[src/rtl/scg_pkg.sv]
package scg_pkg;

    typedef enum logic [1:0] {
        PH_IDLE   = 2'd0,
        PH_SETTLE = 2'd1,
        PH_HELD   = 2'd2
    } scg_phase_e;

endpackage

[src/rtl/scg_window.sv]
module scg_window
    import scg_pkg::*;
#(
    parameter int SETTLE_CYC = 2
) (
    input  logic clk,
    input  logic rst_n,
    input  logic as_n,
    output logic start,
    output logic eval
);
    localparam int CNT_W = $clog2(SETTLE_CYC + 1);

    typedef struct packed {
        scg_phase_e       phase;
        logic [CNT_W-1:0] cnt;
    } win_t;

    win_t cur_q, nxt_d;

    always_comb begin
        nxt_d = cur_q;
        start = 1'b0;
        eval  = 1'b0;
        if (as_n) begin
            nxt_d.phase = PH_IDLE;
            nxt_d.cnt   = '0;
        end else begin
            case (cur_q.phase)
                PH_IDLE: begin
                    start       = 1'b1;
                    nxt_d.phase = PH_SETTLE;
                    nxt_d.cnt   = CNT_W'(1);
                end
                PH_SETTLE: begin
                    if (cur_q.cnt == CNT_W'(SETTLE_CYC)) begin
                        eval        = 1'b1;
                        nxt_d.phase = PH_HELD;
                    end else begin
                        nxt_d.cnt = cur_q.cnt + 1'b1;
                    end
                end
                default: nxt_d = cur_q;
            endcase
        end
    end

    always_ff @(posedge clk) begin
        if (!rst_n) begin
            cur_q.phase <= PH_IDLE;
            cur_q.cnt   <= '0;
        end else begin
            cur_q <= nxt_d;
        end
    end

    AST_IDLE_CNT_ZERO: assert property (@(posedge clk) disable iff (!rst_n)
        (cur_q.phase == PH_IDLE) |-> (cur_q.cnt == '0));
    AST_NO_START_EVAL: assert property (@(posedge clk) disable iff (!rst_n)
        !(start && eval));

endmodule

[src/rtl/scg_judge.sv]
module scg_judge #(
    parameter int NSLOT = 5
) (
    input  logic [NSLOT-1:0] slave_n,
    input  logic             local_rsv,
    output logic             hit
);
    localparam int NUM_W = $clog2(NSLOT + 1);

    logic [NSLOT-1:0] act;
    logic [NUM_W-1:0] num;

    for (genvar s = 0; s < NSLOT; s++) begin : g_slot
        assign act[s] = ~slave_n[s];
    end

    always_comb begin
        num = '0;
        for (int s = 0; s < NSLOT; s++) begin
            num = num + NUM_W'(act[s]);
        end
    end

    assign hit = (num > NUM_W'(1)) || (local_rsv && (num != '0));

endmodule

[src/rtl/slot_collision_guard.sv]
module slot_collision_guard #(
    parameter int NSLOT      = 5,
    parameter int SETTLE_CYC = 2
) (
    input  logic             clk,
    input  logic             rst_n,
    input  logic             as_n,
    input  logic             rd,
    input  logic [NSLOT-1:0] slave_n,
    input  logic             local_rsv,
    output logic             berr_pull,
    output logic             data_oe
);
    typedef struct packed {
        logic berr;
        logic doe;
        logic rd;
    } out_t;

    out_t cur_q, nxt_d;
    logic start, eval, hit;

    scg_window #(.SETTLE_CYC(SETTLE_CYC)) u_window (
        .clk   (clk),
        .rst_n (rst_n),
        .as_n  (as_n),
        .start (start),
        .eval  (eval)
    );

    scg_judge #(.NSLOT(NSLOT)) u_judge (
        .slave_n   (slave_n),
        .local_rsv (local_rsv),
        .hit       (hit)
    );

    always_comb begin
        nxt_d = cur_q;
        if (as_n) begin
            nxt_d.berr = 1'b0;
            nxt_d.doe  = 1'b0;
        end else if (start) begin
            nxt_d.rd   = rd;
            nxt_d.doe  = !rd;
            nxt_d.berr = 1'b0;
        end else if (eval) begin
            nxt_d.berr = hit;
            if (cur_q.rd) nxt_d.doe = !hit;
        end
    end

    always_ff @(posedge clk) begin
        if (!rst_n) begin
            cur_q <= '0;
        end else begin
            cur_q <= nxt_d;
        end
    end

    assign berr_pull = cur_q.berr;
    assign data_oe   = cur_q.doe;

    AST_RELEASE_ON_NEGATE: assert property (@(posedge clk) disable iff (!rst_n)
        as_n |=> (!berr_pull && !data_oe));
    AST_READ_HELD_OFF: assert property (@(posedge clk) disable iff (!rst_n)
        (start && rd) |=> !data_oe);
    AST_WRITE_EARLY: assert property (@(posedge clk) disable iff (!rst_n)
        (start && !rd) |=> data_oe);
    AST_MULTI_HIT: assert property (@(posedge clk) disable iff (!rst_n)
        (eval && ($countones(~slave_n) > 1)) |=> berr_pull);
    AST_RSV_HIT: assert property (@(posedge clk) disable iff (!rst_n)
        (eval && local_rsv && ($countones(~slave_n) > 0)) |=> berr_pull);
    AST_CLEAN_PASS: assert property (@(posedge clk) disable iff (!rst_n)
        (eval && ($countones(~slave_n) <= 1) &&
         !(local_rsv && ($countones(~slave_n) == 1))) |=> !berr_pull);
    AST_READ_COLL_OFF: assert property (@(posedge clk) disable iff (!rst_n)
        (berr_pull && cur_q.rd) |-> !data_oe);
    AST_HOLD_AFTER: assert property (@(posedge clk) disable iff (!rst_n)
        (!as_n && !start && !eval) |=> ($stable(berr_pull) && $stable(data_oe)));

endmodule

[config.mk]
export PLATFORM = sky130hd
export DESIGN_NAME = slot_collision_guard
export DESIGN_NICKNAME = d
export VERILOG_FILES = /design/src/rtl/scg_pkg.sv /design/src/rtl/scg_window.sv /design/src/rtl/scg_judge.sv /design/src/rtl/slot_collision_guard.sv
export SDC_FILE = /design/constraint.sdc
export NUM_CORES = 1
export LEC_CHECK = 0
export ABC_AREA = 1
export BUFFER_PORTS_ARGS = -buffer_cell sky130_fd_sc_hd__buf_2
export CORE_AREA = 3 3 40 42
export DETAILED_ROUTE_END_ITERATION = 8
export DIE_AREA = 0 0 43 45
export GPL_TIMING_DRIVEN = 0
export SLEW_MARGIN = 20
export SYNTH_ARGS = -nofsm -noshare
export SYNTH_HDL_FRONTEND = slang
export SYNTH_HIERARCHICAL = 1
export SYNTH_SLANG_ARGS = --single-unit
[constraint.sdc]
create_clock -name clk -period 3.55 [get_ports clk]
set_input_delay 0.5325 -clock clk [delete_from_list [all_inputs] [get_ports clk]]
set_output_delay 0.5325 -clock clk [all_outputs]
set_load 0.1 [all_outputs]
### Word-level counts from Yosys, hierarchy flattened

Index checks and enable logic that the tools add are counted.

* bits of input ports: 10
* flip-flop bits (word level): 7
* output and inout bits: 2

* $lt $le $gt $ge: 1
* equal/unequal tests: 4
* reductions and logical operators: 15
* multiplexer cells: 11
* add/subtract/negate cells: 5
* bitwise operators: 7

Operators with widths (count)
* $add 3x1->3: 3
* $mux 1: 8
* $pmux 4 s2: 1
* $reduce_and 2->1: 4
* $not 1->1: 7
* $reduce_bool 2->1: 3
* $mux 2: 2
* $gt 3x1->1 const B: 1
* $reduce_bool 3->1: 1
* $reduce_or 3->1: 1
* $add 1x1->2: 1
* $add 2x1->2 const B: 1
* $eq 2x1->1 const B: 1
* $eq 2x2->1 const B: 1
* $logic_not 1->1: 2
* $logic_not 2->1: 1
* $ne 2x1->1 const B: 1
* $ne 2x2->1 const B: 1
* $reduce_or 2->1: 1
* $logic_and 1x1->1: 1
* $logic_or 1x1->1: 1

### Longest topological paths before layout

Gate-level depths: netlist of the first run.

* depth in word-level cells: 12
* gate-level depth with buffers: 13
* depth with buffers taken out: 13

### By module

The synthesis of the first run kept the hierarchy.

Modules (own cells, without submodules)
* scg_window: cells each 31, times used 1, area each 222.7 sq um
* slot_collision_guard: cells each 24, times used 1, area each 147.6 sq um
* scg_judge: cells each 16, times used 1, area each 110.1 sq um

### Worst setup path before layout of the first run

Ideal clock, no wire load.

* path type: in2reg
* start: in slave_n[0]
* end: reg cur_q, in the netlist data_oe
* path slack: 1.320 ns
* stages on the path: 13
* arrival time: 2.113 ns
* path through: inv_1 -> fa_1 -> fa_1 -> ha_1 -> inv_1 -> nand2_1 -> nand2_1 -> nand2_1 -> inv_1 -> nand2_1 -> nand3_1 -> nand2_1 -> nor2_2

* word-level cells in the longest chain between the ends: 12
* elaborated cells between the ends (all ways): 13
* those cells by class: add/sub: 4; order compare: 1; mux: 3; bitwise: 1; reduce/logical: 4

RTL lines
* start, declared: line slot_collision_guard.sv:9 `input logic [NSLOT-1:0] slave_n,`
* $not 1->1 (*): line scg_judge.sv:14 `assign act[s] = ~slave_n[s];`
* $add 1x1->2 (*): line scg_judge.sv:20 `num = num + NUM_W'(act[s]);`
* $add 3x1->3 (*) (3 in series): line scg_judge.sv:20
* parallel branches: the longest is 2 deep, another holds $gt 3x1->1
* $logic_or 1x1->1 (*): line scg_judge.sv:24 `assign hit = (num > NUM_W'(1)) || (local_rsv && (num != '0));`
* named net hit: line slot_collision_guard.sv:21 `logic start, eval, hit;`
* $logic_not 1->1 (*): line slot_collision_guard.sv:48 `if (cur_q.rd) nxt_d.doe = !hit;`
* $mux 1 (*): line slot_collision_guard.sv:48
* $mux 1 (*): line slot_collision_guard.sv:46 `end else if (eval) begin`
* $mux 1 (*): line slot_collision_guard.sv:42 `end else if (start) begin`
* end signal, assigned: line slot_collision_guard.sv:56 `cur_q <= nxt_d;`
* end, declared: line slot_collision_guard.sv:20 `out_t cur_q, nxt_d;`

Mark *: on every way through the listed nets, which the timed path passes. The select of a mux whose other input is x is not followed.
A chain may end at the register's enable or synchronous reset.

### Worst setup path in the final report of the first run

Ends and elaborated chain as after synthesis.

==> results.sh, run 1 <==
export IMPL_clk_pin_slew_ns=0.05
export IMPL_syn_inst=71
export IMPL_core_area_sq_mm=0.00128
export IMPL_fin_cells=101
export IMPL_design_area_sq_um=581
export IMPL_dp_slack_ns=1.13
export IMPL_gp_congestion=0.804
export IMPL_fmax_mhz=468
export IMPL_sequentialPowerShare_pct=42.1
export IMPL_start_util_pct=37.4
export IMPL_cts_sinks=7
export IMPL_grt_pass1_vias=411
export IMPL_placed_area_sq_um=554
export IMPL_yosysUniqueCellTypes=15
export IMPL_crit_type="in2reg"
export IMPL_viasPerCell=4.58
export IMPL_max_slew_worst_pin_slew_ns=0.483
export IMPL_yosysWarningCount=6
export IMPL_fin_setup_tns_ns=0
export IMPL_p_leak_nw=0.321
export IMPL_drc=0
export IMPL_num_vias=463
export IMPL_clock_power_share_pct=36.7
export IMPL_drive_gt1_share_pct=24.4
export IMPL_yosys_register_bits=7
export IMPL_rows=13
export IMPL_fillCellCount=146
export IMPL_fin_crit_ns=2.13
export IMPL_clk_latency_ns=0.25
export IMPL_maxSlewViolCount=0
export IMPL_holdBufCountCts=0
export IMPL_path_max_fanout=2
export IMPL_grt_overflow=0
export IMPL_finalCritPeriodShare_pct=60.1
export IMPL_ys_seq_area_share_pct=29.2
export IMPL_post_cts_buffers=0
export IMPL_wl_per_cell_um=8.34
export IMPL_ios=12
export IMPL_dp_final_hpwl_um=689
export IMPL_syn_nets=87
export IMPL_h_tree_depth=1
export IMPL_outcome="completed"
export IMPL_arrival_ns=2.33
export IMPL_power_total_mw=0.200
export IMPL_io_buffers=11
export IMPL_firstDrtPassIters=4
export IMPL_p_int_mw=0.142
export IMPL_hold_viol_final=0
export IMPL_setup_slack_ns=1.42
export IMPL_wl_um=842
export IMPL_synthesis_area_sq_um=480
export IMPL_drtIter0Drc=6
export IMPL_slew_headroom_pct=68.0
export IMPL_powerDensity_mw_per_mm2=345
export IMPL_syn_to_final_growth_pct=20.8
export IMPL_cts_tree="built"
export IMPL_cts_buffer_depth=2
export IMPL_numCtsBuffers=3
export IMPL_fp_dieW_um=43
export IMPL_diodes=0
export IMPL_grt_usage_pct=11.1
export IMPL_p_switching_mw=0.0587
export IMPL_dpl_cell_count=97
export IMPL_die_h_um=45
export IMPL_drv_cap=0
export IMPL_irDropWorstVdd_mv=0.157
export IMPL_finClkSkew_ns=0.000296
export IMPL_required_ns=3.74
export IMPL_die_area_sq_mm=0.00194
export IMPL_layout_nets=103
export IMPL_cp_end_kind="register"
export IMPL_p_sw_share_pct=29.3
export IMPL_antenna_found_initial=0
export IMPL_setup_viol=0
export IMPL_start_kind="primary input"
export IMPL_grt_start_max_net_pins=8
export IMPL_min_path_type="reg2reg"
export IMPL_power_frac_comb_pct=21.2
export IMPL_syn_area_per_cell_sq_um=6.77
export IMPL_grt_pass1_wl_um=1520
export IMPL_rsz0062_at_grt="false"
export IMPL_detail_route_antenna_nets=0
export IMPL_root_buffer="clkbuf_4"
export IMPL_cts_resized=0
## synthesized netlist by cell type
library cell  instances  area, sq um
nor2_1                9         33.8
nand2_2               1         6.26
a21o_2                1         8.76
nand2_1              15         56.3
inv_1                15         56.3
o21ai_1               1         5.00
nor3b_1               1         7.51
inv_2                 2         7.51
fa_1                  2         40.0
nor2_2                3         18.8
dfxtp_1               7          140
ha_1                  4         50.1
a21oi_1               5         25.0
o21ai_0               1         5.00
nand3_1               4         20.0
## worst paths after layout
path,cells past startpoint,endpoint,slack [ns],from
worst min-delay path,2,u_window/cur_q[0],0.48,u_window/cur_q[0]
worst max register to register,8,data_oe,2.10,u_window/cur_q[0]
worst max-delay path,14,data_oe,1.42,slave_n[0]
worst min register to register,2,u_window/cur_q[0],0.48,u_window/cur_q[0]
## layer usage
metal	vias up	GRT usage, %	routed length (um)
met5	-	0	0
met4	0	10.8	36
met3	5	2.79	67
met2	13	18.0	360
met1	198	11.6	377
li1	247	-	-
## layout by cell type, fill, tap and decap left out
cell / count
o21ai_1: 1
inv_2: 2
nor2_1: 9
clkbuf_1: 1
nor3b_1: 1
o21ai_0: 1
nor2_2: 3
clkbuf_4: 3
buf_2: 11
nand2_1: 15
a21oi_1: 5
dfxtp_1: 7
fa_1: 2
nand2_2: 1
inv_1: 15
ha_1: 4
a21o_2: 1
nand3_1: 4
## power groups by stage
| stage | Combinational (mW) | Sequential [mW] | Clock (mW) |
|---|---|---|---|
| 6_report | 0.0425 | 0.0844 | 0.0734 |
| 5_1_grt | 0.0503 | 0.0848 | 0.0821 |
| 4_1_cts | 0.0431 | 0.0844 | 0.0765 |
| 3_5_place_dp | 0.0425 | 0.0861 | 0 |
| 3_3_place_gp | 0.0412 | 0.0859 | 0 |
| 2_1_floorplan | 0.0272 | 0.0893 | 0 |
## area by class of cell
cell class                 instances  area [sq um]  share of cell area, %
inverter                          17          63.8                   11.0
sequential                         7           140                   24.1
tap                               15          18.8                   3.23
multi-input combinational         47           277                   47.6
clock buffer                       4          26.3                   4.53
timing repair buffer              11          55.1                   9.48
## flip-flops by register name, summed over array words and instances (netlist names)
signal and count:
u_window/cur_q 4, berr_pull 1, data_oe 1, cur_q 1
## through the flow
| step | util [%] | hold slack (ns) |
|---|---|---|
| 2_1_floorplan | - | 0.450 |
| 3_3_place_gp | 43.1 | 0.467 |
| 3_5_place_dp | 43.1 | 0.477 |
| 4_1_cts | 45.2 | 0.487 |
| 5_1_grt | 45.2 | 0.503 |
| 6_report | 45.2 | 0.481 |
## worst max-delay path, stage by stage
cell	delay (ns)
buf_2	0.07
inv_1	0.04
fa_1	0.48
fa_1	0.40
ha_1	0.29
inv_1	0.06
nand2_1	0.05
nand2_1	0.05
nand2_1	0.04
inv_1	0.06
nand2_1	0.05
nand3_1	0.07
nand2_1	0.06
nor2_2	0.07
## logic make-up (layout without fill, tap and decap cells)
family | after synthesis | after routing | share of synthesized area, %
AO/OA/AOI/OAI | 8 | 8 | 9.11
adder cells (fa/ha/maj) | 6 | 6 | 18.8
AND/OR/NAND/NOR | 33 | 33 | 29.7
buffers and inverters | 17 | 32 | 13.3
flip-flops | 7 | 7 | 29.2
Power figures use the tool's default switching activity.
==> inputs of run 2 (changes only) <==
clock period = 2 ns   (was 3.55 ns; I/O delays follow)
==> results.sh, run 2 (synthesized netlist as in run 1, its figures left out) <==
export IMPL_wl_per_cell_um=9.03
export IMPL_h_tree_depth=1
export IMPL_antenna_found_initial=0
export IMPL_arrival_ns=2.05
export IMPL_min_path_type="in2reg"
export IMPL_die_h_um=45
export IMPL_p_leak_nw=0.317
export IMPL_fp_dieW_um=43
export IMPL_diodes=0
export IMPL_grt_pass1_vias=411
export IMPL_rows=13
export IMPL_grt_start_max_net_pins=8
export IMPL_wl_um=912
export IMPL_top_register="u_window/cur_q"
export IMPL_fin_cells=101
export IMPL_cts_tree="built"
export IMPL_cp_end_kind="register"
export IMPL_maxSlewViolCount=0
export IMPL_clk_latency_ns=0.25
export IMPL_core_area_sq_mm=0.00128
export IMPL_clk_pin_slew_ns=0.05
export IMPL_irDropWorstVdd_mv=0.275
export IMPL_required_ns=2.15
export IMPL_slew_headroom_pct=68.0
export IMPL_powerDensity_mw_per_mm2=608
export IMPL_firstDrtPassIters=4
export IMPL_root_buffer="clkbuf_4"
export IMPL_cts_sinks=7
export IMPL_detail_route_antenna_nets=0
export IMPL_fmax_mhz=525
export IMPL_holdBufCountCts=0
export IMPL_setup_slack_ns=0.0942
export IMPL_hold_viol_final=0
export IMPL_post_cts_buffers=0
export IMPL_dpl_cell_count=97
export IMPL_crit_type="in2reg"
export IMPL_numCtsBuffers=3
export IMPL_layout_common_cells="nand2_1, inv_1, nor2_1, buf_2"
export IMPL_dp_final_hpwl_um=689
export IMPL_finalCritPeriodShare_pct=95.3
export IMPL_drtIter0Drc=5
export IMPL_fin_crit_ns=1.91
export IMPL_ios=12
export IMPL_drv_cap=0
export IMPL_max_slew_worst_pin_slew_ns=0.483
export IMPL_num_vias=467
export IMPL_mostFrequentLayoutCell="nand2_1"
export IMPL_grt_pass1_wl_um=1520
export IMPL_outcome="completed"
export IMPL_gp_congestion=0.804
export IMPL_layout_nets=103
export IMPL_viasPerCell=4.62
export IMPL_finClkSkew_ns=0.000209
export IMPL_syn_to_final_growth_pct=26.6
export IMPL_start_kind="primary input"
export IMPL_path_max_fanout=2
export IMPL_rsz0062_at_grt="true"
export IMPL_setup_viol=0
export IMPL_grt_overflow=0
export IMPL_drive_gt1_share_pct=32.6
export IMPL_grt_usage_pct=11.1
export IMPL_dp_slack_ns=-0.191
export IMPL_fillCellCount=142
export IMPL_die_area_sq_mm=0.00194
export IMPL_drc=0
export IMPL_largest_reg_flops=4
export IMPL_start_util_pct=37.4
export IMPL_cts_buffer_depth=2
export IMPL_cts_resized=0
export IMPL_io_buffers=11
run 2: power by group:
part,switching [mW],leakage [nW],internal (mW),total (mW)
Clock,0.0541,0.0150,0.0763,0.130
Combinational,0.0509,0.245,0.0390,0.0899
Sequential,0.00472,0.0572,0.145,0.150
Total,0.110,0.317,0.260,0.370
run 2: critical path, cell delays in order:
cell and delay, ns:
buf_6 0.07, inv_2 0.03, fa_1 0.50, fa_2 0.41, ha_4 0.28, inv_2 0.02
nand2_1 0.05, nand2_1 0.05, nand2_1 0.07, inv_2 0.04, nand2_1 0.04, nand3_1 0.07
nand2_1 0.08, nor2_2 0.04
run 2: through the flow:
step / area, sq um / TNS, ns / hold WS (ns) / utilization (%) / power [mW]
after floorplan: 480 / 0 / 0.438 / - / 0.207
after global placement: 554 / -0.267 / 0.467 / 43.1 / 0.226
after detailed placement: 554 / -0.368 / 0.477 / 43.1 / 0.228
after CTS: 581 / 0 / 0.308 / 45.2 / 0.362
after global routing: 608 / -0.00940 / 0.347 / 47.3 / 0.400
final: 608 / 0 / 0.314 / 47.3 / 0.370
run 2: routing by layer:
| metal | vias to the layer above | part of all wire, % | global-route usage, % |
|---|---|---|---|
| met5 | - | 0 | 0 |
| met4 | 0 | 3.9 | 10.8 |
| met3 | 5 | 7.5 | 2.79 |
| met2 | 13 | 46 | 18.0 |
| met1 | 200 | 42 | 11.6 |
| li1 | 249 | - | - |
run 2: worst paths after layout:
check                                  startpoint       end  slack (ns)  cells after the start
worst min register to register            data_oe   data_oe        0.48                      2
worst min-delay path                        rst_n  cur_q[0]        0.31                      3
worst max register to register  u_window/cur_q[0]   data_oe        0.54                      8
worst max-delay path                   slave_n[3]   data_oe        0.09                     14
run 2: final cells by class:
| cell class | count | area, sq um | area share, % |
|---|---|---|---|
| multi-input cells | 47 | 292 | 47.9 |
| inverters | 17 | 63.8 | 10.5 |
| well taps | 15 | 18.8 | 3.09 |
| clock buffers | 4 | 26.3 | 4.32 |
| repair buffers | 11 | 67.6 | 11.1 |
| flip-flops and latches | 7 | 140 | 23.0 |
==> inputs of run 3 (changes only) <==
SYNTH_HIERARCHICAL = unset   (was 1)
==> results.sh, run 3 <==
export IMPL_outcome="finished, violations left"
export IMPL_violations="setup timing"
export IMPL_antenna_found_initial=0
export IMPL_ys_seq_area_share_pct=31.2
export IMPL_required_ns=2.18
export IMPL_fmax_mhz=489
export IMPL_largest_reg_flops=4
export IMPL_grt_pass1_vias=340
export IMPL_hold_viol_final=0
export IMPL_synth_area_top_cells="dfxtp_1, inv_1, nand2_1"
export IMPL_finalCritPeriodShare_pct=102
export IMPL_dp_slack_ns=-0.438
export IMPL_viasPerCell=4.27
export IMPL_dp_final_hpwl_um=686
export IMPL_synth_top_area_share_pct=31.2
export IMPL_numCtsBuffers=3
export IMPL_grt_overflow=0
export IMPL_worstHoldStart="rd"
export IMPL_clk_pin_slew_ns=0.05
export IMPL_mostFrequentLayoutCell="nand2_1"
export IMPL_path_max_fanout=2
export IMPL_drv_cap=0
export IMPL_crit_type="in2reg"
export IMPL_drive_gt1_share_pct=28.4
export IMPL_layout_common_cells="nand2_1, inv_1, buf_2, dfxtp_1, a21oi_1"
export IMPL_hold_depth=3
export IMPL_cts_tree="built"
export IMPL_drc=0
export IMPL_cts_buffer_depth=2
export IMPL_cp_end_kind="register"
export IMPL_num_vias=410
export IMPL_syn_inst=66
export IMPL_final_core_util_pct=46.6
export IMPL_ys_flop_type="dfxtp_1"
export IMPL_async_flop_share_pct=0
export IMPL_r2r_slack_ns=0.87
export IMPL_h_tree_depth=1
export IMPL_arrival_ns=2.23
export IMPL_yosys_register_bits=7
export IMPL_wl_um=817
export IMPL_design_area_sq_um=599
export IMPL_top_register="u_window.cur_q"
export IMPL_root_buffer="clkbuf_4"
export IMPL_layout_nets=97
export IMPL_setup_viol=2
export IMPL_syn_nets=81
export IMPL_wl_per_cell_um=8.51
export IMPL_yosysUniqueCellTypes=15
export IMPL_drtIter0Drc=7
export IMPL_grt_pass1_wl_um=1310
export IMPL_finClkSkew_ns=0.00415
export IMPL_start_util_pct=35.0
export IMPL_grt_start_max_net_pins=8
export IMPL_die_area_sq_mm=0.00194
export IMPL_ios=12
export IMPL_cts_sinks=7
export IMPL_yosysWarningCount=0
export IMPL_rows=13
export IMPL_min_path_type="in2reg"
export IMPL_powerDensity_mw_per_mm2=612
export IMPL_io_buffers=11
export IMPL_max_slew_worst_pin_slew_ns=0.488
export IMPL_irDropWorstVdd_mv=0.465
export IMPL_r2r_start="u_window.cur_q[0]"
export IMPL_hold_end="cur_q[0]"
export IMPL_grt_usage_pct=9.43
export IMPL_synthTopCellsByCount="inv_1, nand2_1, dfxtp_1"
export IMPL_slew_headroom_pct=67.7
export IMPL_post_cts_buffers=0
export IMPL_fp_dieW_um=43
export IMPL_synth_edf_count=0
export IMPL_clk_latency_ns=0.25
export IMPL_r2r_end="berr_pull"
export IMPL_syn_to_final_growth_pct=33.4
export IMPL_rr_worst_depth=5
export IMPL_syn_area_per_cell_sq_um=6.81
export IMPL_diodes=0
export IMPL_power_total_mw=0.367
export IMPL_placed_area_sq_um=554
export IMPL_synthesis_area_sq_um=449
export IMPL_p_leak_nw=0.302
export IMPL_detail_route_antenna_nets=0
export IMPL_gp_congestion=0.784
export IMPL_dpl_cell_count=92
export IMPL_core_area_sq_mm=0.00128
export IMPL_start_kind="primary input"
export IMPL_firstDrtPassIters=4
export IMPL_maxSlewViolCount=0
export IMPL_setup_slack_ns=-0.0470
export IMPL_yosysTopAreaCell="dfxtp_1"
export IMPL_fin_cells=96
export IMPL_rsz0062_at_grt="true"
export IMPL_die_h_um=45
export IMPL_fin_crit_ns=2.05
-- run 3: logic make-up after synthesis --
family	share of synthesized area, %
AOI/OAI and AO/OA	9.47
and+or+nand+nor	27.0
adders and majority gates	17.3
buffers and inverters	15.0
DFF	31.2
-- run 3: area by class of cell --
class,count,area [sq um]
fill,137,686
multi-input combinational,41,260
sequential,7,140
inverter,18,82.6
timing repair buffer,11,71.3
clock buffer,4,26.3
tap,15,18.8
-- run 3: how the worst max path moves through the flow --
stage	start	endpoint	slack (ns)	depth (start not counted)
finish	slave_n[0]	data_oe	-0.05	13
global route	slave_n[0]	data_oe	-0.16	13
CTS	slave_n[0]	data_oe	-0.09	13
detailed placement	slave_n[1]	data_oe	-0.44	13
global placement	slave_n[1]	data_oe	-0.40	13
floorplan	slave_n[1]	berr_pull	-0.13	10
-- run 3: worst max-delay path: stages --
cell     delay [ns]
buf_6          0.09
inv_4          0.05
ha_4           0.20
fa_1           0.49
ha_2           0.17
inv_2          0.03
fa_1           0.47
nand2_1        0.06
a21oi_2        0.11
nand2_1        0.06
nand2_1        0.05
nor2_1         0.04
nor2_1         0.09
-- run 3: report_power, final --
group	internal, mW	total, mW	leakage (nW)	switching (mW)
Clock	0.0762	0.130	0.0150	0.0535
Sequential	0.145	0.148	0.0572	0.00303
Combinational	0.0381	0.0896	0.230	0.0515
-- run 3: per-stage QoR --
| step | hold WS (ns) | setup TNS [ns] |
|---|---|---|
| floorplan | 0.447 | -0.243 |
| global placement | 0.448 | -0.777 |
| detailed placement | 0.449 | -0.860 |
| CTS | 0.308 | -0.136 |
| global route | 0.325 | -0.288 |
| finish | 0.312 | -0.0880 |
-- run 3: routing by layer --
layer	global-route usage, %	routed length [um]
met4	1.81	0
met3	6.37	74
met5	0	0
met2	15.9	381
met1	9.95	360
-- run 3: timing repair --
action / 4_1_cts / 5_1_grt
hold buffers: 0 / 0
gates resized for setup: 5 / 0
hold endpoints to repair: 0 / 0
pin swaps: 9 / 5
setup endpoints to repair: 2 / 2
